## src/rtl/acg_pkg.sv

```systemverilog
package acg_pkg;

  typedef enum logic [2:0] {
    OC_DIRECT   = 3'd0,
    OC_REDIRECT = 3'd1,
    OC_TRAP_L2  = 3'd2,
    OC_TRAP_L3  = 3'd3,
    OC_UNDEF    = 3'd4
  } acg_outcome_e;

  typedef enum logic [1:0] {
    ERR_NONE        = 2'd0,
    ERR_STRUCT_READ = 2'd1,
    ERR_XLAT_FAULT  = 2'd2,
    ERR_ENTRY_OTHER = 2'd3
  } acg_err_e;

  localparam int unsigned REG_W      = 64;
  localparam int unsigned ERR_HI     = 63;
  localparam int unsigned ERR_LO     = 62;
  localparam int unsigned NV_W       = 3;
  localparam int unsigned NV_REDIR   = 2;
  localparam int unsigned NV_ENABLE  = 0;
  localparam int unsigned SYN_W      = 6;
  localparam logic [SYN_W-1:0] SYN_SYSREG = 6'h18;

endpackage

```

## src/rtl/acg_decide.sv

```systemverilog
module acg_decide
  import acg_pkg::*;
(
  input  logic                 feat_impl,
  input  logic [1:0]           priv_lvl,
  input  logic [NV_W-1:0]      nv_ctl,
  input  logic                 top_present,
  input  logic                 top_enable,
  input  logic                 prio_mode,
  input  logic                 sec_undef,
  output acg_outcome_e         outcome
);

  logic nv_redir;
  logic nv_en;
  logic top_blocks;
  logic unused_nv;

  assign nv_redir   = nv_ctl[NV_REDIR];
  assign nv_en      = nv_ctl[NV_ENABLE];
  assign top_blocks = top_present && !top_enable;
  assign unused_nv  = ^nv_ctl;

  always_comb begin
    outcome = OC_UNDEF;
    if (feat_impl) begin
      unique case (priv_lvl)
        2'd0: outcome = OC_UNDEF;
        2'd1: begin
          if (nv_redir && nv_en)  outcome = OC_REDIRECT;
          else if (nv_en)         outcome = OC_TRAP_L2;
          else                    outcome = OC_UNDEF;
        end
        2'd2: begin
          if (top_blocks) begin
            if (prio_mode)        outcome = OC_UNDEF;
            else if (sec_undef)   outcome = OC_UNDEF;
            else                  outcome = OC_TRAP_L3;
          end else begin
            outcome = OC_DIRECT;
          end
        end
        default: outcome = OC_DIRECT;
      endcase
    end
  end

endmodule

```

## src/rtl/acg_consreg.sv

```systemverilog
module acg_consreg
  import acg_pkg::*;
#(
  parameter int unsigned IDX_W = 12
) (
  input  logic             clk,
  input  logic             rst_n,
  input  logic             sw_we,
  input  logic [REG_W-1:0] sw_wdata,
  input  logic             hw_inc,
  input  logic             hw_err_ld,
  input  logic [1:0]       hw_err_code,
  output logic [REG_W-1:0] rd_word
);

  logic [1:0]       err_q, err_d;
  logic [IDX_W-1:0] idx_q, idx_d;
  logic             upd_en;
  logic             unused_wbits;

  assign unused_wbits = ^sw_wdata;

  always_comb begin
    err_d  = err_q;
    idx_d  = idx_q;
    upd_en = 1'b0;
    if (sw_we) begin
      err_d  = sw_wdata[ERR_HI:ERR_LO];
      idx_d  = sw_wdata[IDX_W-1:0];
      upd_en = 1'b1;
    end else if (hw_err_ld) begin
      err_d  = hw_err_code;
      upd_en = 1'b1;
    end else if (hw_inc) begin
      idx_d  = idx_q + 1'b1;
      upd_en = 1'b1;
    end
  end

  always_ff @(posedge clk or negedge rst_n) begin
    if (!rst_n) begin
      err_q <= '0;
      idx_q <= '0;
    end else if (upd_en) begin
      err_q <= err_d;
      idx_q <= idx_d;
    end
  end

  for (genvar b = 0; b < REG_W; b++) begin : g_bit
    if (b >= ERR_LO) begin : g_err
      assign rd_word[b] = err_q[b-ERR_LO];
    end else if (b < IDX_W) begin : g_idx
      assign rd_word[b] = idx_q[b];
    end else begin : g_res
      assign rd_word[b] = 1'b0;
    end
  end


  err_load_prio_chk: assert property (@(posedge clk) disable iff (!rst_n)
    (hw_err_ld && !sw_we) |=> (rd_word[ERR_HI:ERR_LO] == $past(hw_err_code))
                              && (rd_word[IDX_W-1:0] == $past(rd_word[IDX_W-1:0])));


  idx_step_chk: assert property (@(posedge clk) disable iff (!rst_n)
    (hw_inc && !hw_err_ld && !sw_we) |=>
      (rd_word[IDX_W-1:0] == IDX_W'($past(rd_word[IDX_W-1:0]) + 1'b1)));


  sw_over_hw_chk: assert property (@(posedge clk) disable iff (!rst_n)
    sw_we |=> (rd_word[ERR_HI:ERR_LO] == $past(sw_wdata[ERR_HI:ERR_LO])));

endmodule

```

## src/rtl/acg_resp.sv

```systemverilog
module acg_resp
  import acg_pkg::*;
#(
  parameter int unsigned        OFFS_W       = 12,
  parameter logic [OFFS_W-1:0]  REDIR_OFFSET = 12'h308
) (
  input  logic              clk,
  input  logic              rst_n,
  input  logic              req_valid,
  input  logic              req_write,
  input  acg_outcome_e      outcome,
  input  logic [REG_W-1:0]  reg_word,
  output logic              rsp_valid,
  output logic              rsp_write,
  output logic              rsp_direct,
  output logic              rsp_redirect,
  output logic              rsp_trap_l2,
  output logic              rsp_trap_l3,
  output logic              rsp_undef,
  output logic [SYN_W-1:0]  rsp_syndrome,
  output logic [OFFS_W-1:0] rsp_mem_offset,
  output logic [REG_W-1:0]  rsp_rdata
);

  logic              valid_d, write_d;
  logic [4:0]        flags_d, flags_q;
  logic [SYN_W-1:0]  syn_d;
  logic [OFFS_W-1:0] offs_d;
  logic [REG_W-1:0]  rdata_d;

  always_comb begin
    valid_d = req_valid;
    write_d = req_valid && req_write;
    flags_d = '0;
    syn_d   = '0;
    offs_d  = '0;
    rdata_d = '0;
    if (req_valid) begin
      unique case (outcome)
        OC_DIRECT: begin
          flags_d[0] = 1'b1;
          if (!req_write) rdata_d = reg_word;
        end
        OC_REDIRECT: begin
          flags_d[1] = 1'b1;
          offs_d     = REDIR_OFFSET;
        end
        OC_TRAP_L2: begin
          flags_d[2] = 1'b1;
          syn_d      = SYN_SYSREG;
        end
        OC_TRAP_L3: begin
          flags_d[3] = 1'b1;
          syn_d      = SYN_SYSREG;
        end
        default: flags_d[4] = 1'b1;
      endcase
    end
  end

  always_ff @(posedge clk or negedge rst_n) begin
    if (!rst_n) begin
      rsp_valid      <= 1'b0;
      rsp_write      <= 1'b0;
      flags_q        <= '0;
      rsp_syndrome   <= '0;
      rsp_mem_offset <= '0;
      rsp_rdata      <= '0;
    end else begin
      rsp_valid      <= valid_d;
      rsp_write      <= write_d;
      flags_q        <= flags_d;
      rsp_syndrome   <= syn_d;
      rsp_mem_offset <= offs_d;
      rsp_rdata      <= rdata_d;
    end
  end

  assign rsp_direct   = flags_q[0];
  assign rsp_redirect = flags_q[1];
  assign rsp_trap_l2  = flags_q[2];
  assign rsp_trap_l3  = flags_q[3];
  assign rsp_undef    = flags_q[4];


  outcome_onehot_chk: assert property (@(posedge clk) disable iff (!rst_n)
    rsp_valid |-> $onehot({rsp_direct, rsp_redirect, rsp_trap_l2, rsp_trap_l3, rsp_undef}));


  idle_quiet_chk: assert property (@(posedge clk) disable iff (!rst_n)
    !rsp_valid |-> ($countones({rsp_direct, rsp_redirect, rsp_trap_l2, rsp_trap_l3, rsp_undef}) == 0)
                   && (rsp_rdata == '0) && !rsp_write);


  trap_syndrome_chk: assert property (@(posedge clk) disable iff (!rst_n)
    (rsp_trap_l2 || rsp_trap_l3) |-> (rsp_syndrome == SYN_SYSREG));

endmodule

```

## src/rtl/ctlreg_access_gate.sv

```systemverilog
module ctlreg_access_gate
  import acg_pkg::*;
#(
  parameter int unsigned       IDX_W        = 12,
  parameter int unsigned       OFFS_W       = 12,
  parameter logic [OFFS_W-1:0] REDIR_OFFSET = 12'h308
) (
  input  logic              clk,
  input  logic              rst_n,
  input  logic              req_valid,
  input  logic              req_write,
  input  logic [63:0]       req_wdata,
  input  logic [1:0]        priv_lvl,
  input  logic [2:0]        nv_ctl,
  input  logic              feat_impl,
  input  logic              top_lvl_present,
  input  logic              top_lvl_enable,
  input  logic              undef_prio_mode,
  input  logic              undef_secondary,
  input  logic              hw_idx_inc,
  input  logic              hw_err_load,
  input  logic [1:0]        hw_err_code,
  output logic              rsp_valid,
  output logic              rsp_write,
  output logic              rsp_direct,
  output logic              rsp_redirect,
  output logic              rsp_trap_l2,
  output logic              rsp_trap_l3,
  output logic              rsp_undef,
  output logic [5:0]        rsp_syndrome,
  output logic [OFFS_W-1:0] rsp_mem_offset,
  output logic [63:0]       rsp_rdata
);

  logic         rst_meta_q, rst_sync_n;
  acg_outcome_e outcome;
  logic         sw_we;
  logic [63:0]  reg_word;

  always_ff @(posedge clk or negedge rst_n) begin
    if (!rst_n) begin
      rst_meta_q <= 1'b0;
      rst_sync_n <= 1'b0;
    end else begin
      rst_meta_q <= 1'b1;
      rst_sync_n <= rst_meta_q;
    end
  end

  acg_decide u_decide (
    .feat_impl   (feat_impl),
    .priv_lvl    (priv_lvl),
    .nv_ctl      (nv_ctl),
    .top_present (top_lvl_present),
    .top_enable  (top_lvl_enable),
    .prio_mode   (undef_prio_mode),
    .sec_undef   (undef_secondary),
    .outcome     (outcome)
  );

  assign sw_we = req_valid && req_write && (outcome == OC_DIRECT);

  acg_consreg #(.IDX_W(IDX_W)) u_reg (
    .clk         (clk),
    .rst_n       (rst_sync_n),
    .sw_we       (sw_we),
    .sw_wdata    (req_wdata),
    .hw_inc      (hw_idx_inc),
    .hw_err_ld   (hw_err_load),
    .hw_err_code (hw_err_code),
    .rd_word     (reg_word)
  );

  acg_resp #(.OFFS_W(OFFS_W), .REDIR_OFFSET(REDIR_OFFSET)) u_resp (
    .clk            (clk),
    .rst_n          (rst_sync_n),
    .req_valid      (req_valid),
    .req_write      (req_write),
    .outcome        (outcome),
    .reg_word       (reg_word),
    .rsp_valid      (rsp_valid),
    .rsp_write      (rsp_write),
    .rsp_direct     (rsp_direct),
    .rsp_redirect   (rsp_redirect),
    .rsp_trap_l2    (rsp_trap_l2),
    .rsp_trap_l3    (rsp_trap_l3),
    .rsp_undef      (rsp_undef),
    .rsp_syndrome   (rsp_syndrome),
    .rsp_mem_offset (rsp_mem_offset),
    .rsp_rdata      (rsp_rdata)
  );


  nofeat_undef_chk: assert property (@(posedge clk) disable iff (!rst_sync_n)
    (req_valid && !feat_impl) |=> rsp_undef);


  lvl0_undef_chk: assert property (@(posedge clk) disable iff (!rst_sync_n)
    (req_valid && priv_lvl == 2'd0) |=> rsp_undef);


  redir_keeps_reg_chk: assert property (@(posedge clk) disable iff (!rst_sync_n)
    (req_valid && req_write && outcome == OC_REDIRECT && !hw_idx_inc && !hw_err_load)
      |=> $stable(reg_word));


  reserved_zero_chk: assert property (@(posedge clk) disable iff (!rst_sync_n)
    rsp_rdata[61:IDX_W] == '0);


  lvl3_direct_chk: assert property (@(posedge clk) disable iff (!rst_sync_n)
    (req_valid && feat_impl && priv_lvl == 2'd3) |=> rsp_direct);

endmodule

```

## config.mk

```make
export PLATFORM = sky130hd
export DESIGN_NAME = ctlreg_access_gate
export DESIGN_NICKNAME = d
export VERILOG_FILES = /design/src/rtl/acg_pkg.sv /design/src/rtl/acg_decide.sv /design/src/rtl/acg_consreg.sv /design/src/rtl/acg_resp.sv /design/src/rtl/ctlreg_access_gate.sv
export SDC_FILE = /design/constraint.sdc
export NUM_CORES = 1
export LEC_CHECK = 0
export BUFFER_PORTS_ARGS = -buffer_cell sky130_fd_sc_hd__buf_2
export CAP_MARGIN = 40
export CORE_MARGIN = 2
export CORE_UTILIZATION = 43
export CTS_CLUSTER_SIZE = 10
export DETAILED_ROUTE_END_ITERATION = 10
export PLACE_DENSITY = 0.93
export SLEW_MARGIN = 15
export SYNTH_ARGS = -nofsm -noshare
export SYNTH_HDL_FRONTEND = slang
export SYNTH_SLANG_ARGS = --single-unit
```

## constraint.sdc

```tcl
create_clock -name clk -period 1.7 [get_ports clk]
set_input_delay 0.34 -clock clk [delete_from_list [all_inputs] [get_ports clk]]
set_output_delay 0.34 -clock clk [all_outputs]
set_load 0.005 [all_outputs]
```

# Word level (Yosys, flattened, before mapping)
# Index checks and enable logic that the tools add are counted.
[word_totals]
input_bits = 82
register_bits = 105
output_inout_bits = 89
elab_cells = 58
[op_classes]
n_eq_ne = 6
reduce_logical = 13
n_addsub = 1
muxes = 28
[ops]
columns = ["operator", "n"]
rows = [
  ["$mux 64", 3],
  ["$mux 12", 4],
  ["$mux 3", 6],
  ["$add 12x1->12 const B", 1],
  ["$mux 10", 1],
  ["$mux 5", 2],
  ["$pmux 3 s3", 1],
  ["$mux 1", 8],
  ["$eq 3x2->1 const B", 2],
  ["$mux 6", 1],
  ["$logic_and 1x1->1", 4],
  ["$mux 2", 2],
  ["$reduce_bool 2->1", 2],
  ["$reduce_or 4->1", 1],
  ["$eq 3x1->1 const B", 1],
  ["$logic_not 3->1", 1],
  ["$reduce_and 3->1", 1],
  ["$eq 2x1->1 const B", 1],
  ["$eq 2x2->1 const B", 1],
  ["$logic_not 2->1", 1],
  ["$ne 2x1->1 const B", 1],
  ["$reduce_and 2->1", 1],
  ["$reduce_or 2->1", 1],
  ["$logic_not 1->1", 1],
]

# Longest topological paths before layout
[depth]
ltp_word = 9
depth_mapped = 5

# By module
# Synthesis repeated with hierarchy kept, for this count alone.
[hier_totals]
hier_cells = 323
area_unflattened_um2 = 3831.2
[modules_own_cells]
columns = ["module", "area_each_um2", "seq_area_each_um2", "cells_per_inst", "n_inst"]
rows = [
  ["acg_resp", 2508.7, 1801.7, 178, 1],
  ["acg_consreg", 1187.4, 350.3, 131, 1],
  ["ctlreg_access_gate", 70.1, 50.0, 5, 1],
  ["acg_decide", 65.1, 0.0, 9, 1],
]

# Least setup slack after synthesis
# Ideal clock, no wire load.
[synth_timing]
path_type = "input to register"
from = "input port priv_lvl[0]"
to = "register u_reg.err_q[0]"
arrival_ps = 1563
stages = 5
slack_ps = 12
t_required_ps = 1575
n_path_buf = 1
path_cell_list = "or3b_4 o211a_4 nand4_4 buf_12 mux2_4"
[synth_between]
elab_chain_len = 7
elab_cells_between_ends = 11
classes_between = "eq/ne (2); mux (4); reduce/logical (5)"
[synth_rtl]
columns = ["item", "line_no", "rtl"]
rows = [
  ["start: declaration", "ctlreg_access_gate.sv:13", "input logic [1:0] priv_lvl,"],
  ["$eq 2x2->1, or another cell as far along", "acg_decide.sv:27", "unique case (priv_lvl)"],
  ["$pmux 3 s3 *", "acg_decide.sv:27", ""],
  ["$mux 3 *", "acg_decide.sv:26", "if (feat_impl) begin"],
  ["$logic_not 3->1 *", "ctlreg_access_gate.sv:61", "assign sw_we = req_valid && req_write && (outcome == OC_DIRECT);"],
  ["$logic_and 1x1->1 *", "ctlreg_access_gate.sv:61", ""],
  ["$reduce_bool 2->1 (no line) or $mux 1 (tied branches)", "n/a", ""],
  ["$reduce_and 2->1 (no line)", "n/a", ""],
  ["end signal: assignment", "acg_consreg.sv:45", "err_q <= err_d;"],
  ["end: declaration", "acg_consreg.sv:16", "logic [1:0] err_q, err_d;"],
]
# Mark *: on every way between the ends. The rest lies on a longest branch, timed or not.
# A chain may end at the register's enable or synchronous reset.

# Final worst setup path
[layout_timing]
from = "register u_reg.idx_q[4]"
to = "register u_reg.idx_q[8]"
[layout_between]
elab_chain_len = 4
[layout_rtl]
columns = ["item", "line_no", "rtl"]
rows = [
  ["start: declaration", "acg_consreg.sv:17", "logic [IDX_W-1:0] idx_q, idx_d;"],
  ["start signal: assignment", "acg_consreg.sv:46", "idx_q <= idx_d;"],
  ["$add 12x1->12", "acg_consreg.sv:35", "idx_d = idx_q + 1'b1;"],
  ["$mux 12", "acg_consreg.sv:34", "end else if (hw_inc) begin"],
  ["$mux 12", "acg_consreg.sv:31", "end else if (hw_err_ld) begin"],
  ["$mux 12", "acg_consreg.sv:27", "if (sw_we) begin"],
]
# Every way passes these cells. The select of a mux whose other input is x is not followed.

==> metrics.txt <==
total power 2.55 mW; most frequent cells in the layout conb_1, buf_2, dfrtp_1, and2_1, mux2_4; global-route wire length before repair 4910 µm; post-detailed-route count of antenna-violating nets 0; number of synthesized register bits 38; IO Port Bufs 56; Cell Area, Synth 0.00221 mm²; Final Slew Violations 0; cell area after layout 0.00247 mm²; Arrival @ worst endpoint 1810 ps; Clk Latency, worst-skew pair 290 ps; fraction of layout cells with a size suffix above 1 36.5%; worst-case reg-to-reg path depth 4; Final Hold Fails 0; Crit. Startpoint u_reg.idx_q[4]; largest net degree at the start of global routing 37; TritonCTS buffer count 5; initial antenna violation count 0; sequential standard cell area 951 µm²; hpwl dp 2730 µm; CTS tree done; synthesized area per cell 11.3 µm²; Peak Freq 616 MHz; total core area 0.00504 mm²; worst stage delay on the critical path 470 ps; CTS Root Cell clkbuf_8; hold_ws 202 ps; Multi-input gate area 950 µm²; Mapped Cells 195; die height 75.6 µm; Peak VDD IR 0.425 mV; fillers 445; total clock sinks 38; Die Wd 75.6 µm; drt pass-1 iters 4; DR vias 1328; gr ovfl total 0; headroom to the max-slew limit 62.6%; CTS clk-pin slew, worst paths 80 ps; die area 0.00572 mm²; postcts setup bufs 0; Hold Crit Class in2reg; CTS max path bufs 2; most common cell after layout, fill and taps aside conb_1; ant diodes 0; gr usage total 11.8%; min-delay src req_valid; Initial Utilization 43.8%; Cell Area, Placed 0.00234 mm²; # DRC 0; # IOs 171; Routed WL per cell 10.5 µm; WP data required 1880 ps; leak pwr 1.35 nW; Setup-failing EPs final 0; WHS Path Cells 1; CP startpoint kind flip-flop; final core occ 49.0%; area grow syn2layout 11.8%; H-tree levels 2; Tmin final 1620 ps; CP Class reg2reg; RSZ-0062 raised after global routing no; Worst-Margin Slew 558 ps; FP Rows 26; crit-path cells nand4b_1, nor4_1, xor2_1, mux2_4; vias in the first global route 1101; beginning of the worst register-to-register path u_reg.idx_q[4]; slowest stage cell on the critical path nor4_1; part of the Yosys area used for sequential elements 43.1%; Ys Warns 0; Cell variety after synth 33; max cap viols 0; Final Non-Filler Cells 330; Pwr Density 1030 mW/mm²; via-per-instance ratio 4.02; status complete, no violations; Post-Route Skew 6.97 ps; Placed Cells 321; DRT Wirelength 3460 µm; Crit Path Max Fanout 6; gpl congestion 0.809; Final nets 342; DRT iter0 DRCs 46; fin crit share 95.5%; CP Capture Type flip-flop
stage by stage:
step	setup slack, ps	TNS [ps]
2_1_floorplan	11.7	0
3_3_place_gp	-154	-2040
3_5_place_dp	-186	-2770
4_1_cts	87.6	0
5_1_grt	43.1	0
6_report	75.8	0
area by class of cell:
class,count,area share [%]
Sequential cell,38,38.5
Multi-Input combinational cell,147,38.5
Timing Repair Buffer,64,14.4
Tap cell,70,3.55
Clock buffer,5,2.79
Clock inverter,3,1.82
Inverter,3,0.456
kinds of logic after synthesis:
family	synth area share (%)
muxes	10.4
other	0.340
adders and majority gates	0.567
buffers and inverters	24.7
and+or+nand+nor	14.5
AOI/OAI and AO/OA	2.04
DFF	43.1
xor gates and xnor gates	4.36
power by group:
part           internal [mW]  total, mW  switching [mW]
clock                  0.436      0.748           0.313
sequential              1.05       1.20           0.148
combinational          0.337      0.599           0.262
sequential cells by signal (all words and copies together), names as in the netlist:
| register | flops |
|---|---|
| rst_meta_q | 1 |
| rst_sync_n | 1 |
| u_reg.err_q | 2 |
| u_reg.idx_q | 12 |
| u_resp.flags_q | 4 |
| u_resp.rsp_mem_offset | 1 |
| u_resp.rsp_rdata | 14 |
| u_resp.rsp_syndrome | 1 |
| u_resp.rsp_valid | 1 |
| u_resp.rsp_write | 1 |
routing by layer:
metal  vias up  wire length, µm  global-route usage (%)
li1        630                -                       -
met1       615             1250                    11.9
met2        78             1760                    20.8
met3         5              357                    3.70
met4         0               90                    7.99
met5         -                0                       0
worst paths after layout:
path | end | slack [ps]
min | u_resp.rsp_valid | 200
min in group asynchronous | u_reg.err_q[1] | 280
max | u_reg.idx_q[8] | 80
max reg2reg | u_reg.idx_q[8] | 80
min reg2reg | u_reg.err_q[1] | 280
max in group asynchronous | u_resp.rsp_rdata[0] | 1120
worst max-delay path: cells and delay by family (launching register included):
family,cells,cell delay [ps]
mux,1,270
simple gates,2,720
flops,1,400
xor+xnor,1,120
Yosys cell counts:
master,count,area (µm²)
buf_4,67,503
dfrtp_1,38,951
and2_1,15,93.8
mux2_4,10,150
mux2_2,7,78.8
nand2_1,6,22.5
nor2_1,6,22.5
xor2_1,6,52.6
xnor2_1,5,43.8
nor4_1,4,25.0
inv_1,3,11.3
nand3_1,3,15.0
conb_1,2,7.51
nand4_1,2,12.5
nor2b_1,2,12.5
nor3_1,2,10.0
a21o_2,1,8.76
a21oi_1,1,5.00
and4b_1,1,10.0
buf_12,1,20.0
buf_6,1,11.3
ha_1,1,12.5
nand2b_1,1,6.26
nand3b_1,1,7.51
nand4_4,1,21.3
nand4b_1,1,8.76
nor4b_4,1,23.8
o211a_4,1,17.5
o21a_1,1,7.51
o22ai_1,1,6.26
or2_4,1,8.76
or3b_1,1,8.76
or3b_4,1,11.3
what timing repair did:
item | in CTS | in global routing
endpoints found under the hold margin | 2 | 0
gates resized for setup | 0 | 1
hold buffers | 1 | 0
endpoints found under the setup margin | 0 | 1
Note: power is estimated with default switching activity, not from simulation.
